--- config.mk ---
export PLATFORM = sky130hd
export DESIGN_NAME = lfi_lockstep_top
export DESIGN_NICKNAME = d
export VERILOG_FILES = /design/src/rtl/lfi_pkg.sv /design/src/rtl/lfi_dut_pipe.sv /design/src/rtl/lfi_cmp.sv /design/src/rtl/lfi_ctrl.sv /design/src/rtl/lfi_lockstep_top.sv
export SDC_FILE = /design/constraint.sdc
export NUM_CORES = 1
export LEC_CHECK = 0
export ABC_AREA = 1
export BUFFER_PORTS_ARGS = -buffer_cell sky130_fd_sc_hd__buf_2
export CORE_AREA = 2 2 156 97
export DETAILED_ROUTE_END_ITERATION = 8
export DIE_AREA = 0 0 158 99
export GPL_TIMING_DRIVEN = 0
export PLACE_DENSITY = 0.76
export SYNTH_ARGS = -nofsm -noshare
export SYNTH_HDL_FRONTEND = slang
export SYNTH_SLANG_ARGS = --single-unit
--- constraint.sdc ---
create_clock -name clk -period 2.53 [get_ports clk]
set_clock_uncertainty 0.2 [all_clocks]
set_input_delay 0.253 -clock clk [delete_from_list [all_inputs] [get_ports clk]]
set_output_delay 0.253 -clock clk [all_outputs]
set_load 0.01 [all_outputs]
--- src/rtl/lfi_pkg.sv ---
package lfi_pkg;

  typedef enum logic [2:0] {
    ST_IDLE    = 3'd0,
    ST_RUN_PRE = 3'd1,
    ST_INJECT  = 3'd2,
    ST_OBSERVE = 3'd3,
    ST_DONE    = 3'd4
  } lfi_state_e;

  // Index of the lowest set bit, 0 when none is set.
  function automatic int unsigned lowest_set(input logic [63:0] v);
    int unsigned r;
    r = 0;
    for (int i = 63; i >= 0; i--) begin
      if (v[i]) r = i;
    end
    return r;
  endfunction

endpackage

--- src/rtl/lfi_dut_pipe.sv ---
module lfi_dut_pipe #(
  parameter int W      = 8,
  parameter int STAGES = 4,
  localparam int NBITS = W * STAGES
) (
  input  logic             clk,
  input  logic             rst_n,
  input  logic             clr,
  input  logic             en,
  input  logic [W-1:0]     din,
  input  logic [NBITS-1:0] flip,
  output logic [W-1:0]     dout
);

  // Stage transform: each bit XOR its lower neighbour.
  function automatic logic [W-1:0] mix(input logic [W-1:0] x);
    return x ^ (x << 1);
  endfunction

  logic [STAGES-1:0][W-1:0] stg_q;
  logic [STAGES-1:0][W-1:0] stg_d;

  assign stg_d[0] = din;

  genvar k;
  generate
    for (k = 1; k < STAGES; k++) begin : g_stage
      assign stg_d[k] = mix(stg_q[k-1]);
    end
  endgenerate

  // The flip vector is laid out as stage k, bit b = index k*W+b.
  always_ff @(posedge clk or negedge rst_n) begin
    if (!rst_n)      stg_q <= '0;
    else if (clr)    stg_q <= '0;
    else if (en)     stg_q <= stg_d ^ flip;
  end

  assign dout = stg_q[STAGES-1];

endmodule

--- src/rtl/lfi_cmp.sv ---
module lfi_cmp #(
  parameter int W      = 8,
  parameter int GROUPS = 4,
  localparam int GW    = W / GROUPS,
  localparam int GIW   = (GROUPS > 1) ? $clog2(GROUPS) : 1
) (
  input  logic           clk,
  input  logic           rst_n,
  input  logic [W-1:0]   gold,
  input  logic [W-1:0]   faulty,
  output logic           any_diff,
  output logic [GIW-1:0] first_grp
);

  logic [GROUPS-1:0] grp_diff;
  logic [W-1:0]      diff;

  assign diff = gold ^ faulty;

  genvar g;
  generate
    for (g = 0; g < GROUPS; g++) begin : g_grp
      assign grp_diff[g] = |diff[g*GW +: GW];
    end
  endgenerate

  assign any_diff  = |grp_diff;
  assign first_grp = GIW'(lfi_pkg::lowest_set(64'(grp_diff)));

  // The reported group must itself be one that differs.
  AST_GROUP_DIFFERS: assert property (@(posedge clk) disable iff (!rst_n)
    any_diff |-> grp_diff[first_grp]);

endmodule

--- src/rtl/lfi_ctrl.sv ---
module lfi_ctrl
  import lfi_pkg::*;
#(
  parameter int CW    = 12,
  parameter int NBITS = 32,
  parameter int IW    = 6,
  parameter int GIW   = 2
) (
  input  logic             clk,
  input  logic             rst_n,
  input  logic             start,
  input  logic [CW-1:0]    inj_cycle,
  input  logic [IW-1:0]    inj_index,
  input  logic [CW-1:0]    wl_len,
  input  logic             mismatch,
  input  logic [GIW-1:0]   first_grp,
  output lfi_state_e       state,
  output logic             running,
  output logic             copy_clr,
  output logic             copy_en,
  output logic [NBITS-1:0] flip_vec,
  output logic [CW-1:0]    wl_addr,
  output logic             busy,
  output logic             done,
  output logic             damage,
  output logic [CW-1:0]    latency,
  output logic [GIW-1:0]   fail_group
);

  function automatic lfi_state_e run_state(input logic [CW-1:0] c,
                                           input logic [CW-1:0] t);
    if (c < t)       return ST_RUN_PRE;
    else if (c == t) return ST_INJECT;
    else             return ST_OBSERVE;
  endfunction

  function automatic logic [NBITS-1:0] flip_mask(input logic [IW-1:0] i);
    logic [NBITS-1:0] m;
    for (int b = 0; b < NBITS; b++) m[b] = (i == IW'(b));
    return m;
  endfunction

  function automatic logic [CW-1:0] lat_of(input logic [CW-1:0] c,
                                           input logic [CW-1:0] t);
    return c - t;
  endfunction

  logic [CW-1:0] cyc_q;
  logic [CW-1:0] t_q;
  logic [CW-1:0] len_q;
  logic [IW-1:0] idx_q;
  logic          at_end;
  logic          hit;
  logic          accept;

  assign running  = (state == ST_RUN_PRE) || (state == ST_INJECT) ||
                    (state == ST_OBSERVE);
  assign at_end   = running && (cyc_q >= len_q);
  assign hit      = (state == ST_OBSERVE) && mismatch && !at_end;
  assign accept   = start && ((state == ST_IDLE) || (state == ST_DONE));
  assign copy_clr = accept;
  assign copy_en  = running && !at_end;
  assign flip_vec = ((state == ST_INJECT) && !at_end) ? flip_mask(idx_q) : '0;
  assign wl_addr  = cyc_q;
  assign busy     = running;

  always_ff @(posedge clk or negedge rst_n) begin
    if (!rst_n) begin
      state      <= ST_IDLE;
      cyc_q      <= '0;
      t_q        <= '0;
      len_q      <= '0;
      idx_q      <= '0;
      done       <= 1'b0;
      damage     <= 1'b0;
      latency    <= '0;
      fail_group <= '0;
    end else if (accept) begin
      t_q        <= inj_cycle;
      len_q      <= wl_len;
      idx_q      <= inj_index;
      cyc_q      <= '0;
      state      <= run_state('0, inj_cycle);
      done       <= 1'b0;
      damage     <= 1'b0;
      latency    <= '0;
      fail_group <= '0;
    end else if (running) begin
      if (at_end) begin
        state <= ST_DONE;
        done  <= 1'b1;
      end else if (hit) begin
        state      <= ST_DONE;
        done       <= 1'b1;
        damage     <= 1'b1;
        latency    <= lat_of(cyc_q, t_q);
        fail_group <= first_grp;
      end else begin
        cyc_q <= cyc_q + CW'(1);
        state <= run_state(cyc_q + CW'(1), t_q);
      end
    end
  end

  AST_DONE_NOT_BUSY: assert property (@(posedge clk) disable iff (!rst_n)
    !(done && busy));

  AST_ADDR_STEP: assert property (@(posedge clk) disable iff (!rst_n)
    (running && !at_end && !hit && !start) |=> (wl_addr == $past(wl_addr) + CW'(1)));

  AST_DAMAGE_LATENCY: assert property (@(posedge clk) disable iff (!rst_n)
    (done && damage) |-> (latency != '0));

  AST_CLEAN_RESULT: assert property (@(posedge clk) disable iff (!rst_n)
    (done && !damage) |-> (latency == '0 && fail_group == '0));

  AST_RESULT_HOLD: assert property (@(posedge clk) disable iff (!rst_n)
    (done && !start) |=> (done && $stable(latency) && $stable(damage) &&
                          $stable(fail_group)));

endmodule

--- src/rtl/lfi_lockstep_top.sv ---
module lfi_lockstep_top
  import lfi_pkg::*;
#(
  parameter int W      = 8,
  parameter int STAGES = 4,
  parameter int GROUPS = 4,
  parameter int CW     = 12,
  localparam int NBITS = W * STAGES,
  localparam int IW    = $clog2(NBITS) + 1,
  localparam int GIW   = (GROUPS > 1) ? $clog2(GROUPS) : 1
) (
  input  logic           clk,
  input  logic           rst_n,
  input  logic           start,
  input  logic [CW-1:0]  inj_cycle,
  input  logic [IW-1:0]  inj_index,
  input  logic [CW-1:0]  wl_len,
  output logic [CW-1:0]  wl_addr,
  input  logic [W-1:0]   wl_data,
  output logic           busy,
  output logic           done,
  output logic           damage,
  output logic [CW-1:0]  latency,
  output logic [GIW-1:0] fail_group
);

  lfi_state_e       state;
  logic             running;
  logic             copy_clr;
  logic             copy_en;
  logic [NBITS-1:0] flip_vec;
  logic [W-1:0]     gold_out;
  logic [W-1:0]     faulty_out;
  logic             mismatch;
  logic [GIW-1:0]   first_grp;

  lfi_ctrl #(.CW(CW), .NBITS(NBITS), .IW(IW), .GIW(GIW)) u_ctrl (
    .clk(clk), .rst_n(rst_n), .start(start), .inj_cycle(inj_cycle),
    .inj_index(inj_index), .wl_len(wl_len), .mismatch(mismatch),
    .first_grp(first_grp), .state(state), .running(running),
    .copy_clr(copy_clr), .copy_en(copy_en), .flip_vec(flip_vec),
    .wl_addr(wl_addr), .busy(busy), .done(done), .damage(damage),
    .latency(latency), .fail_group(fail_group)
  );

  lfi_dut_pipe #(.W(W), .STAGES(STAGES)) u_gold (
    .clk(clk), .rst_n(rst_n), .clr(copy_clr), .en(copy_en),
    .din(wl_data), .flip('0), .dout(gold_out)
  );

  lfi_dut_pipe #(.W(W), .STAGES(STAGES)) u_faulty (
    .clk(clk), .rst_n(rst_n), .clr(copy_clr), .en(copy_en),
    .din(wl_data), .flip(flip_vec), .dout(faulty_out)
  );

  lfi_cmp #(.W(W), .GROUPS(GROUPS)) u_cmp (
    .clk(clk), .rst_n(rst_n), .gold(gold_out), .faulty(faulty_out),
    .any_diff(mismatch), .first_grp(first_grp)
  );

  AST_NO_EARLY_MISMATCH: assert property (@(posedge clk) disable iff (!rst_n)
    (state == ST_RUN_PRE || state == ST_INJECT) |-> !mismatch);

  AST_SINGLE_FLIP: assert property (@(posedge clk) disable iff (!rst_n)
    $onehot0(flip_vec));

  AST_FLIP_ONLY_AT_T: assert property (@(posedge clk) disable iff (!rst_n)
    (flip_vec != '0) |-> (state == ST_INJECT && busy));

endmodule

==> impl_metrics.sql, run 1 <==
INSERT INTO impl_metrics (metric_group, metric, value, unit) VALUES
('status', 'run_status', 'finished with violations', ''),
('status', 'failed_checks', 'negative setup slack', ''),
('critical_path', 'worst_ep_arrival_time', '2.71', 'ns'),
('power_and_ir_drop', 'clockPowerShare', '0.547', ''),
('synthesis', 'post-synth-top-count-cell', 'nand2_1', ''),
('power_and_ir_drop', 'p_leak', '5.01', 'nW'),
('power_and_ir_drop', 'worst_ir_drop_vdd', '0.000352', 'V'),
('critical_path', 'cp_cell_sequence', 'inv_4 > nor2_4 > nand2_2 > nor2_2 > nand4_1 > xor2_1 > inv_2 > ha_4 > a21oi_2 > o21a_1 > nand3_2 > nand2_1 > nand2_1 > nand3b_1 > nand2_1', ''),
('timing', 'report.final.hold_viol_count', '0', ''),
('run', 'max-cap-violations', '0', ''),
('routing', 'vias', '7743', ''),
('global_routing', 'grt_max_degree', '73', ''),
('power_and_ir_drop', 'combinationalPowerShare', '0.034', ''),
('critical_path', 'setup.worst_path.end_class', 'register', ''),
('global_routing', 'grt_pass1_vias', '7086', ''),
('synthesis', 'synth.ff_latch_count', '125', ''),
('synthesis', 'synth.lib_cells_used.distinct', '36', ''),
('synthesis', 'synth_edf_count', '0', ''),
('timing', 'slew_violations', '0', ''),
('global_routing', 'globalRouteOverflowTotal', '0', ''),
('final_layout', 'layout-drive-gt1-share', '0.186', ''),
('timing', 'layout_setup_ws', '-0.0763', 'ns'),
('final_layout', 'area_growth_syn_to_layout', '28.4', '%'),
('routing', 'routedWlPerCell', '17.0', 'um'),
('cts', 'cts.sinks', '125', ''),
('floorplanning', 'initial_utilization', '0.538', ''),
('placement', 'port_buffers', '69', ''),
('routing', 'antenna_violating_nets_post_route', '0', ''),
('critical_path', 'startpoint_type', 'register', ''),
('routing', 'detail_route.first_pass.iterations', '5', ''),
('cts', 'cts_buffers', '17', ''),
('synthesis', 'synth.yosys.warnings', '0', ''),
('critical_path', 'critical_path.max_fanout', '4', ''),
('cts', 'cts.path.max_buffers', '2', ''),
('critical_path', 'crit_path_start', 'u_ctrl.wl_addr[0]', ''),
('timing', 'setup_viol', '2', ''),
('critical_path', 'criticalPathCategory', 'register to register', ''),
('placement', 'place.detailed.hpwl', '15500', 'um'),
('global_routing', 'antenna_found_initial', '0', ''),
('critical_path', 'crit-reg2reg-launch', 'u_ctrl.wl_addr[0]', ''),
('cts', 'clock-root-buffer', 'clkbuf_16', ''),
('final_layout', 'finalNetCount', '1260', ''),
('cts', 'cts.htree.levels', '4', ''),
('critical_path', 'critical_path.endpoint', 'u_ctrl.state[1]', ''),
('floorplanning', 'floorplan.io_pins', '70', ''),
('synthesis', 'ys_top_cells_by_count', '328 x nand2_1, 125 x dfrtp_1, 120 x inv_1, 63 x nor2_1, 54 x nand4_1', ''),
('critical_path', 'critical-path-max-stage-delay', '0.44', 'ns'),
('global_routing', 'grt_pass1_wl', '36900', 'um'),
('synthesis', 'sequential_to_total_area_share_from_yosys_stat', '0.409', ''),
('critical_path', 'critical_path_required', '2.64', 'ns'),
('synthesis', 'synthCells', '1019', ''),
('synthesis', 'synth_top_cell_area_share', '0.409', ''),
('synthesis', 'synthesized_area', '7640', 'um2'),
('synthesis', 'synth.area.top_cells', 'dfrtp_1 41%, nand2_1 16%, ha_1 5.9%, inv_1 5.9%, xnor2_1 5.5%', ''),
('floorplanning', 'die_height', '99', 'um'),
('power_and_ir_drop', 'sw_frac_of_total', '0.221', ''),
('timing', 'fin_hold_ws', '0.146', 'ns'),
('power_and_ir_drop', 'power.share.sequential', '0.419', ''),
('timing', 'timing_worst_slew_pin_value', '0.598', 'ns'),
('timing', 'timing.fmax', '384', 'MHz'),
('critical_path', 'timing.reg2reg.setup_slack', '-0.08', 'ns'),
('floorplanning', 'die-width', '158', 'um'),
('routing', 'avgViaCountPerCell', '5.56', ''),
('timing', 'totalNegativeSetupSlack', '-0.0957', 'ns'),
('global_routing', 'grt_use_total', '0.304', ''),
('synthesis', 'ys_async_sr_fraction', '1.00', ''),
('critical_path', 'cpMaxStageDelayCell', 'dfrtp_2', ''),
('routing', 'detailedRoute.firstIterationViolations', '924', ''),
('power_and_ir_drop', 'pwr_density_cell', '489', 'nW/um2'),
('cts', 'clock_tree_from_tritoncts', 'built', ''),
('floorplanning', 'core-area', '14200', 'um2');
## cell families (layout without fill, tap and decap cells)
| logic type | count (synthesis) | after routing | share of synthesized area |
|---|---|---|---|
| and+or+nand+nor | 528 | 528 | 0.302 |
| xor gates and xnor gates | 57 | 57 | 0.0653 |
| adders and majority gates | 37 | 37 | 0.0616 |
| AOI/OAI and AO/OA | 111 | 111 | 0.0786 |
| buffers and inverters | 161 | 337 | 0.0834 |
| DFF | 125 | 125 | 0.409 |
## placed cells by master (no fill, tap or decap), types with 3 or more instances in the layout
| cell type | netlist | routed |
|---|---|---|
| clkinvlp_4 | 0 | 4 |
| o21ai_0 | 48 | 48 |
| xor2_1 | 9 | 9 |
| clkbuf_16 | 0 | 17 |
| nand2_1 | 328 | 318 |
| nor2_2 | 2 | 4 |
| buf_2 | 10 | 70 |
| clkbuf_1 | 20 | 14 |
| dfrtp_2 | 0 | 12 |
| nor2_1 | 63 | 57 |
| or2_2 | 7 | 7 |
| o21ai_1 | 9 | 9 |
| nor2_4 | 1 | 5 |
| o21bai_1 | 3 | 3 |
| clkbuf_4 | 0 | 5 |
| nand2_2 | 2 | 12 |
| nand3_1 | 46 | 44 |
| clkbuf_2 | 1 | 9 |
| o22ai_1 | 9 | 9 |
| a21oi_2 | 0 | 3 |
| buf_6 | 1 | 6 |
| nand4_1 | 54 | 54 |
| nand3b_1 | 17 | 17 |
| bufinv_16 | 0 | 4 |
| dlygate4sd3_1 | 0 | 39 |
| xnor2_1 | 48 | 48 |
| clkinv_4 | 0 | 3 |
| inv_1 | 120 | 118 |
| ha_4 | 0 | 8 |
| buf_4 | 3 | 38 |
| ha_1 | 36 | 28 |
| nor3_1 | 6 | 4 |
| a21oi_1 | 34 | 31 |
| dfrtp_1 | 125 | 113 |
| a21o_1 | 3 | 3 |
## sequential cells by signal, indices dropped and copies added, names as in the netlist
register and cells:
u_ctrl.damage 1, u_ctrl.done 1, u_ctrl.fail_group 2, u_ctrl.idx_q 6
u_ctrl.latency 12, u_ctrl.len_q 12, u_ctrl.state 3, u_ctrl.t_q 12
u_ctrl.wl_addr 12, u_faulty.dout 8, u_faulty.stg_q 24, u_gold.dout 8
u_gold.stg_q 24
## per-stage QoR
step | std cells | power, mW | setup WS, ns | cell area, um2 | util
4_1_cts | 1373 | 4.81 | 0.00141 | 9430 | 0.664
3_5_place_dp | 1287 | 2.16 | -0.331 | 8270 | 0.582
3_3_place_gp | 1286 | 2.15 | -0.610 | 8230 | 0.579
2_1_floorplan | 1019 | 2.07 | 0.0776 | 7640 | -
6_report | 1393 | 4.80 | -0.0763 | 9810 | 0.690
5_1_grt | 1393 | 4.92 | -0.188 | 9810 | 0.690
## power by group through the flow
stage / clock network [mW] / registers, mW / logic [mW]
3_3_place_gp: 0 / 2.05 / 0.104
5_1_grt: 2.72 / 2.01 / 0.179
3_5_place_dp: 0 / 2.05 / 0.113
6_report: 2.63 / 2.01 / 0.162
2_1_floorplan: 0 / 2.05 / 0.0254
4_1_cts: 2.64 / 2.01 / 0.159
## critical path: cells and delay by family (launching register included)
kind	cells	cell delay (ns)
adders and majority gates	1	0.24
xor gates and xnor gates	1	0.26
DFF	1	0.44
buffers and inverters	2	0.18
AOI/OAI and AO/OA	2	0.36
and+or+nand+nor	9	0.81
## layer usage
layer / global-route usage / vias to the layer above / wire (um)
li1: - / 3606 / -
met1: 0.472 / 3665 / 10800
met2: 0.421 / 423 / 10000
met3: 0.0836 / 49 / 2480
met4: 0.0665 / 0 / 423
met5: 0 / - / 0
## area by class of cell
| cell class | count | area (um2) |
|---|---|---|
| fillers | 1131 | 4400 |
| multi-input cells | 733 | 4070 |
| flip-flops and latches | 125 | 3140 |
| repair buffers | 144 | 1040 |
| inverters | 124 | 472 |
| clock buffers | 19 | 433 |
| well taps | 198 | 248 |
| plain buffers | 37 | 213 |
| clock inverters | 13 | 190 |
## how the worst min path moves through the flow
stage | from | to
detailed placement | rst_n | u_ctrl.latency[7]
global route | rst_n | u_ctrl.latency[7]
CTS | rst_n | u_ctrl.latency[7]
floorplan | rst_n | u_ctrl.damage
global placement | u_ctrl.latency[9] | u_ctrl.latency[9]
finish | rst_n | u_ctrl.latency[7]
## what timing repair did
action	CTS	global route
hold buffers	39	0
setup endpoints to repair	89	85
hold endpoints to repair	97	0
gates resized for setup	22	63
buffers inserted	15	20
pin swaps	5	16
(Power assumes the default switching activity.)
==> inputs of run 2 (changes only) <==
==> constraint.sdc (replaced) <==
create_clock -name clk -period 2.2 [get_ports clk]
set_clock_uncertainty 0.2 [all_clocks]
set_input_delay 0.22 -clock clk [delete_from_list [all_inputs] [get_ports clk]]
set_output_delay 0.22 -clock clk [all_outputs]
set_load 0.01 [all_outputs]
==> impl_metrics.sql, run 2 (synthesis gave the netlist of run 1 again) <==
INSERT INTO impl_metrics (metric_group, metric, value, unit) VALUES
('status', 'run_status', 'finished with violations', ''),
('status', 'failed_checks', 'negative setup slack', ''),
('critical_path', 'critical_path.endpoint', 'u_faulty.stg_q[20]', ''),
('cts', 'clock_tree_from_tritoncts', 'built', ''),
('routing', 'wl_met2', '10100', 'um'),
('timing', 'timing_worst_slew_pin_value', '0.598', 'ns'),
('cts', 'cts.sinks', '125', ''),
('cts', 'worst_skew_pair.late_latency', '0.41', 'ns'),
('critical_path', 'worst_ep_arrival_time', '2.65', 'ns'),
('final_layout', 'sequential_cell_area', '3140', 'um2'),
('global_routing', 'grt_use_total', '0.322', ''),
('cts', 'cts.path.max_buffers', '2', ''),
('routing', 'detailedRoute.firstIterationViolations', '889', ''),
('timing', 'report.final.hold_viol_count', '0', ''),
('critical_path', 'crit_path_start', 'u_ctrl.wl_addr[4]', ''),
('floorplanning', 'floorplan.io_pins', '70', ''),
('routing', 'routedWlPerCell', '17.2', 'um'),
('cts', 'cts_buffers', '17', ''),
('timing', 'timing.fmax', '400', 'MHz'),
('floorplanning', 'die-width', '158', 'um'),
('routing', 'avgViaCountPerCell', '5.53', ''),
('floorplanning', 'initial_utilization', '0.538', ''),
('routing', 'detailed_routing_wirelength_on_met1', '11100', 'um'),
('run', 'max-cap-violations', '0', ''),
('critical_path', 'crit-reg2reg-launch', 'u_ctrl.wl_addr[4]', ''),
('global_routing', 'antenna_found_initial', '0', ''),
('critical_path', 'r2r.worst_path.cells', '17', ''),
('power_and_ir_drop', 'pwr_density_cell', '493', 'nW/um2'),
('final_layout', 'layout.filler_cells', '1013', ''),
('cts', 'clock-root-buffer', 'clkbuf_16', ''),
('placement', 'post-place-cells', '1287', ''),
('critical_path', 'critical_path.max_fanout', '6', ''),
('placement', 'place.detailed.hpwl', '15500', 'um'),
('cts', 'worst_setup_hold_path_clk_slew', '0.06', 'ns'),
('final_layout', 'area_growth_syn_to_layout', '37.5', '%'),
('routing', 'sum_of_routed_wire_length_over_all_layers', '24500', 'um'),
('placement', 'port_buffers', '69', ''),
('placement', 'routabilityCongestion', '0.992', ''),
('timing', 'layout_setup_ws', '-0.297', 'ns'),
('global_routing', 'globalRouteOverflowTotal', '0', ''),
('critical_path', 'criticalPathCategory', 'register to register', ''),
('final_layout', 'layout_commonest_cell', 'nand2_1', ''),
('timing', 'slew_headroom', '0.601', ''),
('global_routing', 'grt_pass1_vias', '7488', ''),
('timing', 'rsz0062_at_grt', 'yes', ''),
('critical_path', 'setup.worst_path.end_class', 'register', ''),
('routing', 'detail_route.first_pass.iterations', '7', ''),
('critical_path', 'regToRegEndpoint', 'u_faulty.stg_q[20]', ''),
('final_layout', 'final_cell_mix', '300 x nand2_1, 114 x inv_1, 113 x dfrtp_1', ''),
('routing', 'vias', '7901', ''),
('critical_path', 'critical_path_required', '2.36', 'ns'),
('floorplanning', 'die_height', '99', 'um'),
('final_layout', 'insertedDiodeCount', '0', ''),
('critical_path', 'timing.reg2reg.setup_slack', '-0.30', 'ns'),
('global_routing', 'grt_max_degree', '78', ''),
('floorplanning', 'design.die.area', '15600', 'um2'),
('final_layout', 'finalNetCount', '1296', ''),
('critical_path', 'startpoint_type', 'register', ''),
('worst_hold_path', 'hp-class', 'input port to async pin', ''),
('final_layout', 'layout-drive-gt1-share', '0.258', ''),
('power_and_ir_drop', 'p_leak', '5.29', 'nW'),
('floorplanning', 'core-area', '14200', 'um2'),
('final_layout', 'reg.largest.list', 'u_faulty.stg_q x24, u_gold.stg_q x24', ''),
('placement', 'dp_slack', '-0.467', 'ns'),
('cts', 'cts.htree.levels', '4', ''),
('final_layout', 'finish.cell_count_without_fillers', '1429', ''),
('timing', 'setup_viol', '94', ''),
('routing', 'drt_drc_violations_left', '0', ''),
('routing', 'antenna_violating_nets_post_route', '0', ''),
('global_routing', 'grt_pass1_wl', '39000', 'um'),
('timing', 'totalNegativeSetupSlack', '-20.93', 'ns'),
('final_layout', 'multiInputGateArea', '4360', 'um2'),
('routing', 'met3_wirelength', '2840', 'um'),
('timing', 'post-route-min-period', '2.50', 'ns'),
('timing', 'finalCritPeriodShare', '1.14', ''),
('timing', 'slew_violations', '0', ''),
('power_and_ir_drop', 'worst_ir_drop_vdd', '0.000406', 'V'),
('floorplanning', 'rows', '34', ''),
('routing', 'topRoutingLayerUsed', 'met4', '');
-- run 2: worst min path at each step --
| stage | cells after the start | end | start | slack [ns] |
|---|---|---|---|---|
| 4_1_cts | 2 | u_ctrl.latency[8] | rst_n | 0.12 |
| 3_5_place_dp | 1 | u_ctrl.latency[8] | rst_n | -0.01 |
| 3_3_place_gp | 3 | u_ctrl.len_q[9] | wl_len[9] | 0.22 |
| 5_1_grt | 2 | u_ctrl.latency[8] | rst_n | 0.15 |
| 2_1_floorplan | 0 | u_ctrl.damage | rst_n | -0.28 |
| 6_report | 2 | u_ctrl.latency[8] | rst_n | 0.10 |
-- run 2: layout make-up --
type / count / area share
Buffer: 36 / 0.0297
Multi-Input combinational cell: 734 / 0.415
Clock buffer: 21 / 0.0438
Sequential cell: 125 / 0.299
Inverter: 124 / 0.0458
Clock inverter: 11 / 0.00881
Timing Repair Buffer: 180 / 0.134
Tap cell: 198 / 0.0236
-- run 2: timing repair --
item | CTS | global route
gates cloned | 7 | 1
endpoints found under the hold margin | 94 | 0
hold buffers | 39 | 0
buffers inserted | 55 | 11
pin swaps | 39 | 17
gates resized for setup | 125 | 39
endpoints found under the setup margin | 93 | 99
-- run 2: layer usage --
metal / up-vias / GRT usage
li1: 3681 / -
met1: 3709 / 0.486
met2: 436 / 0.448
met3: 75 / 0.106
met4: 0 / 0.0742
met5: - / 0
-- run 2: through the flow --
| step | total power [mW] | hold slack, ns | utilization | area [um2] |
|---|---|---|---|---|
| after floorplan | 2.38 | -0.276 | - | 7820 |
| after global placement | 2.48 | 0.224 | 0.592 | 8410 |
| after detailed placement | 2.48 | -0.0112 | 0.594 | 8440 |
| after CTS | 5.18 | 0.123 | 0.726 | 10300 |
| after global routing | 5.33 | 0.152 | 0.739 | 10500 |
| final | 5.18 | 0.103 | 0.739 | 10500 |
-- run 2: critical path, cell delays in order, from the launching register on --
cell and delay (ns):
dfrtp_2 0.43, buf_4 0.14, buf_6 0.11, ha_4 0.14, nand2_1 0.06, nand2_1 0.06, nand2_2 0.06, nand2_2 0.07
a21oi_4 0.20, nand2_4 0.10, nor2_8 0.16, inv_6 0.07, buf_8 0.14, buf_12 0.14, buf_6 0.12, a21oi_2 0.09
nand2_1 0.07, nand2_1 0.06
-- run 2: report_power, final --
| group | internal (mW) | switching, mW | total [mW] |
|---|---|---|---|
| Clock | 1.61 | 1.07 | 2.67 |
| Combinational | 0.0927 | 0.0929 | 0.186 |
| Sequential | 2.31 | 0.00775 | 2.32 |
| Total | 4.01 | 1.17 | 5.18 |
